===== config.mk =====
export PLATFORM = sky130hd
export DESIGN_NAME = sci_rx_wake
export DESIGN_NICKNAME = d
export VERILOG_FILES = /design/src/rtl/sci_rx_pkg.sv /design/src/rtl/sci_rx_tick.sv /design/src/rtl/sci_rx_frame.sv /design/src/rtl/sci_rx_idle.sv /design/src/rtl/sci_rx_wake.sv
export SDC_FILE = /design/constraint.sdc
export NUM_CORES = 1
export LEC_CHECK = 0
export CORE_UTILIZATION = 35
export CTS_CLUSTER_SIZE = 20
export DETAILED_ROUTE_END_ITERATION = 16
export DONT_BUFFER_PORTS = 1
export GPL_TIMING_DRIVEN = 0
export PLACE_DENSITY_LB_ADDON = 0.12
export SYNTH_ARGS = -nofsm -noshare
export SYNTH_HDL_FRONTEND = slang
export SYNTH_SLANG_ARGS = --single-unit
export TNS_END_PERCENT = 50

===== constraint.sdc =====
create_clock -name clk -period 2.4 [get_ports clk]
set_clock_uncertainty 0.2 [all_clocks]
set_input_delay 0.24 -clock clk [delete_from_list [all_inputs] [get_ports clk]]
set_output_delay 0.24 -clock clk [all_outputs]
set_load 0.1 [all_outputs]

===== src/rtl/sci_rx_pkg.sv =====
package sci_rx_pkg;
  typedef enum logic {FR_IDLE, FR_RUN} fr_state_e;

  typedef struct packed {
    logic [8:0] bits;
    logic       ferr;
  } rx_char_t;
endpackage


===== src/rtl/sci_rx_tick.sv =====
module sci_rx_tick #(
  parameter int DIV = 4
) (
  input  logic clk,
  input  logic rst_n,
  output logic tick
);
  localparam int CW = (DIV > 1) ? $clog2(DIV) : 1;

  logic [CW-1:0] cnt;

  assign tick = (cnt == CW'(DIV - 1));

  always_ff @(posedge clk or negedge rst_n) begin
    if (!rst_n)    cnt <= '0;
    else if (tick) cnt <= '0;
    else           cnt <= cnt + CW'(1);
  end
endmodule


===== src/rtl/sci_rx_frame.sv =====
module sci_rx_frame
  import sci_rx_pkg::*;
#(
  parameter int OVS = 16
) (
  input  logic     clk,
  input  logic     rst_n,
  input  logic     tick,
  input  logic     rx_s,
  input  logic     len9,
  output logic     done,
  output rx_char_t chr
);
  localparam int PW = $clog2(OVS);
  localparam logic [PW-1:0] MID  = PW'(OVS / 2 - 1);
  localparam logic [PW-1:0] VB   = PW'(OVS / 2);
  localparam logic [PW-1:0] VC   = PW'(OVS / 2 + 1);
  localparam logic [PW-1:0] LAST = PW'(OVS - 1);

  fr_state_e     state;
  logic [PW-1:0] pos;
  logic [3:0]    idx;
  logic          s_a, s_b;
  logic [8:0]    shreg;
  logic [3:0]    nbits;
  logic          vote;

  assign nbits = len9 ? 4'd9 : 4'd8;
  assign vote  = (s_a & s_b) | (s_a & rx_s) | (s_b & rx_s);

  always_ff @(posedge clk or negedge rst_n) begin
    if (!rst_n) begin
      state <= FR_IDLE;
      pos   <= '0;
      idx   <= '0;
      s_a   <= 1'b1;
      s_b   <= 1'b1;
      shreg <= '0;
      done  <= 1'b0;
      chr   <= '0;
    end else begin
      done <= 1'b0;
      if (tick) begin
        case (state)
          FR_IDLE: begin
            if (!rx_s) begin
              state <= FR_RUN;
              pos   <= PW'(1);
              idx   <= '0;
            end
          end
          default: begin
            pos <= pos + PW'(1);
            if (pos == LAST) idx <= idx + 4'd1;
            if (idx == 4'd0) begin
              // start bit is qualified by one sample at its centre
              if (pos == MID && rx_s) state <= FR_IDLE;
            end else begin
              if (pos == MID) s_a <= rx_s;
              if (pos == VB)  s_b <= rx_s;
              if (pos == VC) begin
                if (idx <= nbits) begin
                  for (int i = 0; i < 9; i++)
                    if (idx == 4'(i + 1)) shreg[i] <= vote;
                end else begin
                  chr.bits <= shreg;
                  chr.ferr <= ~vote;
                  done     <= 1'b1;
                  state    <= FR_IDLE;
                end
              end
            end
          end
        endcase
      end
    end
  end
endmodule


===== src/rtl/sci_rx_idle.sv =====
module sci_rx_idle #(
  parameter int OVS = 16
) (
  input  logic clk,
  input  logic rst_n,
  input  logic tick,
  input  logic rx_s,
  input  logic len9,
  output logic idle_pulse
);
  localparam int CW = $clog2(OVS * 11 + 1);
  localparam logic [CW-1:0] THR8 = CW'(OVS * 10);
  localparam logic [CW-1:0] THR9 = CW'(OVS * 11);

  logic [CW-1:0] cnt;
  logic [CW-1:0] thr;

  assign thr = len9 ? THR9 : THR8;

  always_ff @(posedge clk or negedge rst_n) begin
    if (!rst_n) begin
      cnt        <= '0;
      idle_pulse <= 1'b0;
    end else begin
      idle_pulse <= tick && rx_s && (cnt == thr - CW'(1));
      if (tick) begin
        if (!rx_s)         cnt <= '0;
        else if (cnt < thr) cnt <= cnt + CW'(1);
      end
    end
  end
endmodule


===== src/rtl/sci_rx_wake.sv =====
module sci_rx_wake
  import sci_rx_pkg::*;
#(
  parameter int TICK_DIV = 4,
  parameter int OVS      = 16
) (
  input  logic       clk,
  input  logic       rst_n,
  input  logic       rxd,
  input  logic       cfg_len9,
  input  logic       cfg_addr_wake,
  input  logic       sleep_set,
  output logic       asleep,
  output logic       rx_valid,
  input  logic       rx_ready,
  output logic [7:0] rx_data,
  output logic       rx_bit8,
  output logic       rx_ferr
);
  logic     sync1, rx_s;
  logic     tick, done, idle_pulse;
  rx_char_t chr;
  logic     msb, deliver, wake;

  always_ff @(posedge clk or negedge rst_n) begin
    if (!rst_n) begin
      sync1 <= 1'b1;
      rx_s  <= 1'b1;
    end else begin
      sync1 <= rxd;
      rx_s  <= sync1;
    end
  end

  sci_rx_tick #(.DIV(TICK_DIV)) u_tick (
    .clk(clk), .rst_n(rst_n), .tick(tick)
  );

  sci_rx_frame #(.OVS(OVS)) u_frame (
    .clk(clk), .rst_n(rst_n), .tick(tick), .rx_s(rx_s), .len9(cfg_len9),
    .done(done), .chr(chr)
  );

  sci_rx_idle #(.OVS(OVS)) u_idle (
    .clk(clk), .rst_n(rst_n), .tick(tick), .rx_s(rx_s), .len9(cfg_len9),
    .idle_pulse(idle_pulse)
  );

  assign msb     = cfg_len9 ? chr.bits[8] : chr.bits[7];
  assign wake    = asleep && (cfg_addr_wake ? (done && msb) : idle_pulse);
  assign deliver = done && (!asleep || (cfg_addr_wake && msb));

  always_ff @(posedge clk or negedge rst_n) begin
    if (!rst_n)         asleep <= 1'b0;
    else if (sleep_set) asleep <= 1'b1;
    else if (wake)      asleep <= 1'b0;
  end

  always_ff @(posedge clk or negedge rst_n) begin
    if (!rst_n) begin
      rx_valid <= 1'b0;
      rx_data  <= '0;
      rx_ferr  <= 1'b0;
    end else begin
      if (deliver) begin
        rx_valid <= 1'b1;
        rx_data  <= chr.bits[7:0];
        rx_ferr  <= chr.ferr;
      end else if (rx_ready) begin
        rx_valid <= 1'b0;
      end
    end
  end

  // ninth bit survives reset
  always_ff @(posedge clk) begin
    if (deliver && cfg_len9) rx_bit8 <= chr.bits[8];
  end
endmodule


# [Word-level counts from Yosys, hierarchy flattened]
# Index checks and enable logic that the tools add are counted.
[word_totals] register_bits=56 in_bits=7
[classes] eq_ne=18 bitwise_logic=8 n_addsub=5 muxes=27 reduce_logical=28 order_cmp=2
[op_table] cell="6-bit AND reduction" n=9
[op_table] cell="4-bit by 3-bit equality test with 1-bit output, second input constant" n=5
[op_table] cell="4-bit equality test, second input constant" n=5
[op_table] cell="4-bit two-way mux" n=5
[op_table] cell="1-bit two-way mux" n=18
[op_table] cell="8-bit two-way mux" n=2
[op_table] cell="4-bit by 1-bit adder with 4-bit output, second input constant" n=2
[op_table] cell="8-bit by 1-bit adder with 8-bit output, second input constant" n=1
[op_table] cell="4-bit by 2-bit equality test with 1-bit output, second input constant" n=2
[op_table] cell="8-bit equality test" n=1
[op_table] cell="1-bit logical AND" n=8
[op_table] cell="8-bit < comparator" n=1
[op_table] cell="4-bit AND reduction" n=2
[op_table] cell="8-bit by 1-bit subtractor with 8-bit output, second input constant" n=1
[op_table] cell="5-bit two-way mux" n=1
[op_table] cell="5-bit AND reduction" n=1
[op_table] cell="4-bit by 1-bit equality test with 1-bit output, second input constant" n=1
[op_table] cell="4-bit less-or-equal comparator" n=1
[op_table] cell="4-bit zero test" n=1
[op_table] cell="2-bit by 1-bit inequality test with 1-bit output, second input constant" n=2
[op_table] cell="2-bit AND reduction" n=2
[op_table] cell="2-bit nonzero test" n=2
[op_table] cell="1-bit bitwise AND" n=3
[op_table] cell="1-bit inverter" n=3
[op_table] cell="8 further kinds" n=9

# [Longest topological paths before layout]
# Gate-level depths: netlist (run 1).
[logic_depth] word_depth=7 mapped_depth=7

# [Modules after synthesis]
# A second synthesis (run 1) with hierarchy kept.
[unflattened] hier_cells=229 hier_area_um2=2687.6
[by_module_without_submodules] mod="sci_rx_frame" instances=1 area_per_inst_um2=1536.5 cells_each=131
[by_module_without_submodules] mod="sci_rx_wake" instances=1 area_per_inst_um2=545.5 cells_each=36
[by_module_without_submodules] mod="sci_rx_idle" instances=1 area_per_inst_um2=539.3 cells_each=58
[by_module_without_submodules] mod="sci_rx_tick" instances=1 area_per_inst_um2=66.3 cells_each=4

# [Worst setup path before layout (run 1)]
# No wires, ideal clock.
[synth_timing] path_type="reg-to-reg" start="register asleep" end="register rx_data[0]" t_arrival_ns=1.804 path_slack_ns=0.270 required_time_ns=2.074 synth_period_minus_slack_ns=2.130 stages_incl_launch_ff=4 setup_time_ns=0.126 path_cell_list="dfrtp_1 -> o21ai_0 -> nand2_1 -> mux2_2"
[synth_via] elab_chain_cells=3
[synth_rtl] element="start, declared" line_no="sci_rx_wake.sv:13" source="output logic asleep,"
[synth_rtl] element="start signal, assigned" line_no="sci_rx_wake.sv:54" source="if (!rst_n) asleep <= 1'b0;"
[synth_rtl] element="start signal, assigned" line_no="sci_rx_wake.sv:55" source="else if (sleep_set) asleep <= 1'b1;"
[synth_rtl] element="start signal, assigned" line_no="sci_rx_wake.sv:56" source="else if (wake) asleep <= 1'b0;"
[synth_rtl] element="1-bit zero test" line_no="sci_rx_wake.sv:51" source="assign deliver = done && (!asleep || (cfg_addr_wake && msb));"
[synth_rtl] element="1-bit logical OR" line_no="sci_rx_wake.sv:51"
[synth_rtl] element="1-bit logical AND" line_no="sci_rx_wake.sv:51"
[synth_rtl] element="end signal, assigned" line_no="sci_rx_wake.sv:67" source="rx_data <= chr.bits[7:0];"
[synth_rtl] element="end, declared" line_no="sci_rx_wake.sv:16" source="output logic [7:0] rx_data,"
# No other way between the ends.
# A chain may end at the register's enable or synchronous reset.

# [Worst setup path in the final report (run 1)]
[layout_timing] start="register u_frame.idx[0]" end="register, netlist name u_frame.chr[7]"
[layout_via] elab_chain_cells=3 word_cells_on_any_way=5
[layout_rtl] element="start, declared" line_no="sci_rx_frame.sv:22" source="logic [3:0] idx;"
[layout_rtl] element="start signal, assigned" line_no="sci_rx_frame.sv:54" source="if (pos == LAST) idx <= idx + 4'd1;"
[layout_rtl] element="4-bit less-or-equal comparator or 4-bit zero test (tied branches)" line_no="sci_rx_frame.sv:62, sci_rx_frame.sv:55"
[layout_rtl] element="1-bit inverter (no source line)"
[layout_rtl] element="5-bit AND reduction (no source line) (*)"
# Mark *: on every way between the ends. The rest lies on a longest branch, timed or not.

==> results of run 1 <==
-- cell type report --
class	instances	area, um2
clock inverter	2	38.8
tap	99	124
multi-input combinational	153	1100
clock buffer	6	72.6
timing repair buffer	7	87.6
sequential	56	1410
buffer	9	50.0
inverter	10	37.5
fill	731	4290
-- power breakdown --
part           switching [uW]  internal (uW)
clock                     324            316
sequential               25.0            971
combinational             108           78.4
total                     458           1370
-- worst min-delay path by stage --
stage	start	to	slack (ns)	cells past startpoint
after detailed placement	rst_n	u_idle.cnt[2]	-0.25	0
after global routing	cfg_len9	u_idle.idle_pulse	0.05	3
final	cfg_len9	u_idle.idle_pulse	0.03	3
after CTS	cfg_len9	u_idle.idle_pulse	0.02	3
after floorplan	rst_n	asleep	-0.26	0
after global placement	rst_n	u_idle.cnt[0]	-0.25	0
-- metal layers --
metal	global-route usage (%)	routed length, um	up-vias
met3	3.30	149	4
met4	3.96	32	0
met5	0	0	-
li1	-	-	831
met1	18.8	2480	796
met2	21.2	2140	23
-- metrics by stage --
stage                     utilization [%]  cell area [um2]
after floorplan                         -             2600
after global placement               37.7             2720
after detailed placement             37.7             2720
after CTS                            40.5             2920
after global routing                 40.6             2930
final                                40.6             2930
-- tightest hold or removal path, stage by stage --
cell      delay (ns)
xor2_1          0.11
nor2_1          0.04
nor4bb_1        0.12
-- flip-flops by register name (all words and copies together) (netlist names) --
name	flops
rx_valid	1
u_frame.idx	4
u_frame.chr	10
u_frame.shreg	9
u_frame.s_a	1
u_frame.pos	4
rx_data	8
u_frame.state	1
sync1	1
u_frame.s_b	1
u_frame.done	1
u_tick.cnt	2
u_idle.cnt	8
u_idle.idle_pulse	1
rx_ferr	1
rx_s	1
asleep	1
rx_bit8	1
-- layout by cell type, fill, tap and decap left out, drive strengths merged, types with 3 or more instances in the layout --
| cell type | netlist | final |
|---|---|---|
| inv | 10 | 11 |
| a21oi | 7 | 7 |
| dfrtp | 51 | 51 |
| clkbuf | 3 | 10 |
| mux2 | 28 | 28 |
| nand3 | 9 | 9 |
| nand4 | 3 | 3 |
| ha | 11 | 11 |
| dlygate4sd3 | 0 | 6 |
| nor2 | 17 | 17 |
| buf | 6 | 6 |
| or3 | 3 | 3 |
| nand2b | 4 | 4 |
| a22o | 4 | 4 |
| o21ai | 14 | 14 |
| nand2 | 20 | 20 |
| nor2b | 3 | 3 |
| dfstp | 4 | 4 |
-- cell families after synthesis --
logic type               share of synthesized area, %
buffers and inverters                            3.28
AO/OA/AOI/OAI                                    8.24
AND/OR/NAND/NOR                                  14.9
adder cells (fa/ha/maj)                          5.68
flip-flops                                       54.3
XOR/XNOR                                         1.01
multiplexers                                     12.5
-- timing repair --
item	4_1_cts	5_1_grt
setup endpoints to repair	0	17
hold buffers	7	0
hold endpoints to repair	60	0
gates resized for setup	0	3
==> results.py, run 1 <==
metrics = {
    "die": {
        "coreArea_um2": 7210,
        "die_x_um": 88.1,
        "die_h_um": 88.1,
        "rows": 31,
        "ios": 19,
        "start_util_pct": 36.0,
        "dieArea_um2": 7770,
    },
    "setup_path": {
        "worst-path-stages": 6,
        "r2r-end": "u_frame.chr[7]",
        "path_delay_family": "flip-flops",
        "arrival_ns": 2.23,
        "crit_slowest_cell": "dfrtp_1",
        "end_kind": "flop",
        "startpoint_type": "flop",
        "endpoint": "u_frame.chr[7]",
        "crit_start": "u_frame.idx[0]",
        "max_stage_delay_ns": 0.49,
        "critPathBufInv": 2,
        "path_cells": "inv_1 -> ha_1 -> nor2_1 -> o311a_1 -> clkbuf_4 -> mux2_2",
        "cp.required_ns": 2.40,
        "r2r_setup_slack_ns": 0.17,
        "r2r_start": "u_frame.idx[0]",
        "worstSetupPathType": "reg -> reg",
        "critPathMaxFanout": 10,
        "reg2regPathDepth": 6,
    },
    "worst_hold_path": {
        "hold_path.class": "in -> reg",
    },
    "sta": {
        "worstMarginPinSlew_ns": 0.908,
        "period_needed_ns": 2.23,
        "fmax_ghz": 0.448,
        "hold_viol": 0,
        "maxSlewViolCount": 0,
        "worst_slack_ns": 0.170,
        "setup_viol": 0,
        "setup_tns_ns": 0,
        "rsz0062_at_grt": "false",
        "slew-limit-headroom_pct": 39.5,
        "hold_slack_ns": 0.0297,
        "period_share_pct": 92.9,
    },
    "global_routing": {
        "grt_max_degree": 56,
        "antenna_found_initial": 0,
        "grt-ovfl-total": 0,
        "grt_pass1_vias": 1650,
        "grt_pass1_wl_mm": 8.14,
        "track_usage_pct": 13.6,
    },
    "route": {
        "detail_route.vias_per_cell": 4.84,
        "wl_per_cell_um": 14.1,
        "wirelength_mm": 4.81,
        "detail-route-antenna-nets": 0,
        "drc_errors": 0,
        "drtPass1Iterations": 4,
        "drt_iter0_drc": 74,
        "vias": 1654,
    },
    "yosys": {
        "seq_area_frac_synth_pct": 54.3,
        "async_flop_share_pct": 98.2,
        "synth-seq-cells": 56,
        "synth_fp_nets": 246,
        "synth_area_leader_cell": "dfrtp_1",
        "syn_inst": 228,
        "yosys.area.top_type_share_pct": 49.1,
        "synth-edff-count": 1,
        "synthTopCellsByCount": "51 x dfrtp_1, 26 x mux2_2, 20 x nand2_1",
        "synth.most_common_cell": "dfrtp_1",
        "synthTopCellsByArea": "dfrtp_1 49%, mux2_2 11%, ha_1 5.3%, dfstp_2 4.0%, nand2_1 2.9%",
        "synth_area_per_cell_um2": 11.4,
        "synth.distinct_cells": 45,
        "yosysWarnings": 0,
        "yosys_most_used_dff": "dfrtp_1",
        "netlist_area_um2": 2600,
    },
    "placed_design": {
        "io_buffers": 0,
        "pre_cts_ws_ns": 0.0535,
        "hpwl_mm": 3.17,
        "gp_congestion": 0.713,
        "place_inst": 327,
    },
    "power_and_ir_drop": {
        "ir_drop_v": 0.000242,
        "powerDensity_nw_per_um2": 623,
        "finalPower_uw": 1820,
        "p_leak_uw": 0.00131,
    },
    "layout": {
        "nets": 260,
        "area.growth.synth_to_final_pct": 12.7,
        "layoutNonFillerInstCount": 342,
        "antenna_cells": 0,
        "drive_above_1_share_pct": 21.0,
    },
    "clocking": {
        "cts_tree": "built",
        "cts-root-buf": "clkbuf_8",
        "cts_setup_buffers": 0,
        "cts_htree_levels": 2,
        "cts_sinks": 56,
        "worstSkewPairLatency_ns": 0.31,
        "numCtsBuffers": 5,
        "cts_buffer_depth": 2,
        "path_clk_slew_ns": 0.10,
    },
    "run_status": {
        "run_status": "finished clean",
    },
    "run": {
        "cap_violations": 0,
    },
}
No activity file was read; power rests on OpenSTA's default activity.
==> inputs of run 2 (changes only) <==
Settings changed: CAP_MARGIN set to 10.
Clock period 2.4 ns to 2.8 ns, I/O delays scaled along.
==> results.py, run 2 (synthesized netlist as in run 1, its figures left out) <==
metrics = {
    "layout": {
        "multi_input_area_um2": 1100,
        "nets": 261,
        "antenna_cells": 0,
        "drive_above_1_share_pct": 20.1,
        "fillers": 733,
        "design_area_um2": 2930,
        "area.growth.synth_to_final_pct": 12.8,
        "largest_reg_flops": 10,
        "seqCellArea_um2": 1410,
        "layout_commonest_cell": "dfrtp_1",
        "largestRegisters": "u_frame.chr (10), u_frame.shreg (9)",
        "final_cell_mix": "51 x dfrtp_1, 26 x mux2_2, 20 x nand2_1",
        "largest-register": "u_frame.chr",
    },
    "route": {
        "vias": 1665,
        "wirelength_mm": 4.79,
        "drt_iter0_drc": 85,
        "detail-route-antenna-nets": 0,
        "wl_per_cell_um": 14.0,
        "drc_errors": 0,
        "detail_route.vias_per_cell": 4.85,
        "drtPass1Iterations": 4,
    },
    "global_routing": {
        "antenna_found_initial": 0,
        "grt_pass1_vias": 1649,
        "grt_pass1_wl_mm": 8.13,
        "grt-ovfl-total": 0,
        "grt_max_degree": 56,
        "track_usage_pct": 13.6,
    },
    "setup_path": {
        "worstSetupPathType": "reg -> reg",
        "reg2regPathDepth": 3,
        "cp.required_ns": 2.80,
        "critPathMaxFanout": 10,
        "crit_start": "asleep",
        "r2r_start": "asleep",
        "r2r-end": "rx_data[6]",
        "end_kind": "flop",
        "arrival_ns": 2.34,
        "startpoint_type": "flop",
        "endpoint": "rx_data[6]",
        "r2r_setup_slack_ns": 0.46,
    },
    "clocking": {
        "cts_htree_levels": 2,
        "path_clk_slew_ns": 0.11,
        "numCtsBuffers": 5,
        "cts-root-buf": "clkbuf_8",
        "cts_tree": "built",
        "cts_sinks": 56,
        "cts_setup_buffers": 0,
        "worstSkewPairLatency_ns": 0.31,
        "cts_buffer_depth": 2,
        "ctsResizeCount": 0,
    },
    "die": {
        "coreArea_um2": 7210,
        "rows": 31,
        "dieArea_um2": 7770,
        "die_x_um": 88.1,
        "start_util_pct": 36.0,
        "ios": 19,
        "die_h_um": 88.1,
    },
    "run": {
        "cap_violations": 0,
    },
    "placed_design": {
        "gp_congestion": 0.713,
        "place_area_um2": 2720,
        "pre_cts_ws_ns": 0.453,
        "io_buffers": 0,
        "hpwl_mm": 3.17,
    },
    "sta": {
        "hold_viol": 0,
        "rsz0062_at_grt": "false",
        "maxSlewViolCount": 0,
        "slew-limit-headroom_pct": 38.7,
        "worstMarginPinSlew_ns": 0.919,
        "setup_tns_ns": 0,
        "fmax_ghz": 0.427,
        "period_needed_ns": 2.34,
        "period_share_pct": 83.7,
        "worst_slack_ns": 0.457,
        "setup_viol": 0,
    },
    "run_status": {
        "run_status": "finished clean",
    },
    "power_and_ir_drop": {
        "powerDensity_nw_per_um2": 533,
        "ir_drop_v": 0.000207,
        "p_leak_uw": 0.00132,
        "finalPower_uw": 1560,
    },
    "worst_hold_path": {
        "hold_path.class": "in -> reg",
        "hp-start": "cfg_len9",
    },
}
==> run 2: changes by cell type in the layout (fill, tap and decap cells not counted), sizes merged <==
| cell | change |
|---|---|
| dlygate4sd3 | +1 |
| buf | +1 |
| clkbuf | -1 |
==> run 2: repair_timing <==
action,in CTS,in global routing
hold buffers,7,1
endpoints found under the setup margin,0,0
endpoints found under the hold margin,59,1
==> run 2: worst min-delay path by stage <==
stage,end,cells after the start
after global placement,u_idle.cnt[0],0
final,u_idle.idle_pulse,3
after CTS,rx_bit8,1
after detailed placement,u_idle.cnt[2],0
after global routing,u_idle.idle_pulse,3
after floorplan,asleep,0
==> run 2: critical path, stage by stage, from the launching register on <==
cell,delay [ns]
dfrtp_1,0.96
o21ai_0,0.25
nand2_1,0.42
mux2_2,0.39
==> run 2: metal layers <==
metal | wire length, um | track usage, %
met1 | 2500 | 18.8
met2 | 2120 | 21.1
met3 | 147 | 3.30
met4 | 32 | 3.96
met5 | 0 | 0
==> run 2: area by class of cell <==
type / count / share of cell area (%)
inverter: 10 / 1.28
buffer: 9 / 1.62
clock inverter: 2 / 1.32
timing repair buffer: 8 / 3.33
tap: 99 / 4.23
multi-input combinational: 153 / 37.6
sequential: 56 / 48.2
clock buffer: 6 / 2.48
==> run 2: power breakdown <==
group,total (uW),switching [uW],internal [uW]
logic,160,92.2,68.1
clock network,547,276,271
registers,854,21.5,833
total,1560,390,1170
==> run 2: metrics by stage <==
step,hold WS (ns),cells,utilization (%)
after detailed placement,-0.214,327,37.7
final,0.0696,343,40.6
after CTS,0.00962,342,40.5
after global placement,-0.214,327,37.7
after floorplan,-0.216,228,-
after global routing,0.0877,343,40.6
==> inputs of run 3 (changes only) <==
Settings changed: ABC_AREA set to 1.
Clock period 2.8 ns to 2.3 ns, I/O delays scaled along.
==> results.py, run 3 <==
metrics = {
    "setup_path": {
        "end_kind": "flop",
        "r2r_setup_slack_ns": 0.39,
        "reg2regPathDepth": 11,
        "startpoint_type": "flop",
        "r2r-end": "u_frame.chr[0]",
        "arrival_ns": 1.92,
        "cp.required_ns": 2.31,
        "r2r_start": "u_frame.idx[0]",
        "critPathMaxFanout": 10,
        "worstSetupPathType": "reg -> reg",
    },
    "layout": {
        "final_cell_mix": "111 x nand2_1, 50 x dfrtp_1, 39 x inv_1",
        "layout_commonest_cell": "nand2_1",
        "largest-register": "u_frame.chr",
        "antenna_cells": 0,
        "area.growth.synth_to_final_pct": 11.4,
        "nets": 367,
        "largest_reg_flops": 10,
        "largestRegisters": "u_frame.chr (10), u_frame.shreg (9)",
        "drive_above_1_share_pct": 10.3,
    },
    "yosys": {
        "synth-edff-count": 1,
        "async_flop_share_pct": 98.2,
        "synth.distinct_cells": 26,
        "syn_inst": 335,
        "synth_fp_nets": 353,
        "yosysWarnings": 0,
        "synthTopCellsByCount": "111 x nand2_1, 51 x dfrtp_1, 39 x inv_1",
        "synthTopCellsByArea": "dfrtp_1 47%, nand2_1 15%, nand3_1 5.9%, inv_1 5.4%, ha_1 5.1%",
        "synth.most_common_cell": "nand2_1",
        "synth_area_per_cell_um2": 8.07,
        "seq_area_frac_synth_pct": 52.2,
        "yosys.area.top_type_share_pct": 47.2,
        "synth_area_leader_cell": "dfrtp_1",
        "synth-seq-cells": 56,
        "yosys_most_used_dff": "dfrtp_1",
        "netlist_area_um2": 2710,
    },
    "clocking": {
        "cts_htree_levels": 2,
        "worstSkewPairLatency_ns": 0.31,
        "cts_buffer_depth": 2,
        "cts_tree": "built",
        "cts-root-buf": "clkbuf_8",
        "numCtsBuffers": 5,
        "path_clk_slew_ns": 0.11,
        "cts_sinks": 56,
    },
    "global_routing": {
        "grt_pass1_vias": 1840,
        "met1_usage_pct": 19.5,
        "busiest_layer": "met2",
        "grt-ovfl-total": 0,
        "grt_max_degree": 56,
        "grt_pass1_wl_mm": 9.14,
        "grtUsageMet2_pct": 21.0,
        "met3_usage_pct": 3.47,
        "antenna_found_initial": 0,
        "track_usage_pct": 14.0,
    },
    "sta": {
        "worst_slack_ns": 0.394,
        "maxSlewViolCount": 0,
        "worstMarginPinSlew_ns": 0.910,
        "period_needed_ns": 1.91,
        "fmax_ghz": 0.525,
        "period_share_pct": 82.9,
        "hold_viol": 0,
        "setup_viol": 0,
        "slew-limit-headroom_pct": 39.3,
        "setup_tns_ns": 0,
        "rsz0062_at_grt": "false",
    },
    "die": {
        "ios": 19,
        "rows": 31,
        "start_util_pct": 36.7,
        "coreArea_um2": 7370,
        "die_x_um": 89.9,
        "dieArea_um2": 8080,
        "die_h_um": 89.9,
    },
    "power_and_ir_drop": {
        "p_leak_uw": 0.00153,
        "powerDensity_nw_per_um2": 574,
        "finalPower_uw": 1730,
        "ir_drop_v": 0.000214,
    },
    "placed_design": {
        "gp_congestion": 0.735,
        "hpwl_mm": 3.54,
        "io_buffers": 0,
        "pre_cts_ws_ns": 0.202,
    },
    "run_status": {
        "run_status": "finished clean",
    },
    "route": {
        "vias": 2037,
        "wl_per_cell_um": 11.2,
        "drc_errors": 0,
        "drtPass1Iterations": 4,
        "detail-route-antenna-nets": 0,
        "wirelength_mm": 5.02,
        "drt_iter0_drc": 135,
        "detail_route.vias_per_cell": 4.54,
    },
    "run": {
        "cap_violations": 0,
    },
    "worst_hold_path": {
        "whs_endpoint": "rx_data[5]",
        "hp-start": "cfg_addr_wake",
        "hold_path.class": "in -> reg",
        "min_path_cells": 4,
    },
}
## run 3: how the worst max path moves through the flow
stage	start	end	slack [ns]	depth (start not counted)
after floorplan	asleep	rx_bit8	0.37	6
after global placement	asleep	rx_bit8	0.22	6
after detailed placement	asleep	rx_bit8	0.20	6
after CTS	asleep	rx_bit8	0.19	6
after global routing	u_frame.idx[0]	u_frame.chr[6]	0.20	11
final	u_frame.idx[0]	u_frame.chr[0]	0.39	11
## run 3: cell families (layout without fill, tap and decap cells)
family	after synthesis	count (layout)	synth area share (%)
buffers and inverters	53	68	7.68
xor gates and xnor gates	1	1	0.324
adders and majority gates	11	11	5.09
and+or+nand+nor	180	180	28.2
DFF	56	56	52.2
AOI/OAI and AO/OA	34	34	6.57
## run 3: final cells by class
cell class | count | area (um2)
Tap cell | 99 | 124
Clock buffer | 5 | 68.8
Buffer | 7 | 35.0
Fill cell | 763 | 4360
Sequential cell | 56 | 1410
Inverter | 46 | 173
Timing Repair Buffer | 7 | 87.6
Clock inverter | 3 | 26.3
Multi-Input combinational cell | 226 | 1090
## run 3: metal layers
metal / vias to the layer above / part of all wire [%]
met5: - / 0
met4: 0 / 1.3
met3: 4 / 3.2
met2: 29 / 42
met1: 926 / 53
li1: 1078 / -
## run 3: worst max-delay path, cell delays in order, from the launching register on
cell and delay, ns:
dfrtp_1 0.43, inv_1 0.16, ha_1 0.25, inv_1 0.05, nand2_1 0.05, nand2_1 0.07
nand2_1 0.05, nor2_1 0.13, nand2_1 0.08, buf_2 0.19, nand2_1 0.08, nand2_1 0.04
## run 3: repair_timing
item | in CTS | in global routing
hold buffers | 7 | 0
endpoints found under the setup margin | 0 | 1
hold endpoints to repair | 60 | 0
buffers inserted | 0 | 0
gates resized for setup | 0 | 1
## run 3: power by group
group	internal, uW	leakage (uW)	switching, uW
Clock	223	0.0000487	336
Combinational	48.9	0.000748	86.9
Sequential	1010	0.000731	22.8
Total	1280	0.00153	445
## run 3: per-stage QoR
| stage | util (%) | hold slack (ns) | area [um2] | cells |
|---|---|---|---|---|
| finish | 40.9 | 0.125 | 3010 | 449 |
| global route | 40.9 | 0.139 | 3010 | 449 |
| CTS | 40.9 | 0.120 | 3010 | 449 |
| detailed placement | 38.4 | -0.263 | 2830 | 434 |
| global placement | 38.4 | -0.263 | 2830 | 434 |
| floorplan | - | -0.266 | 2710 | 335 |
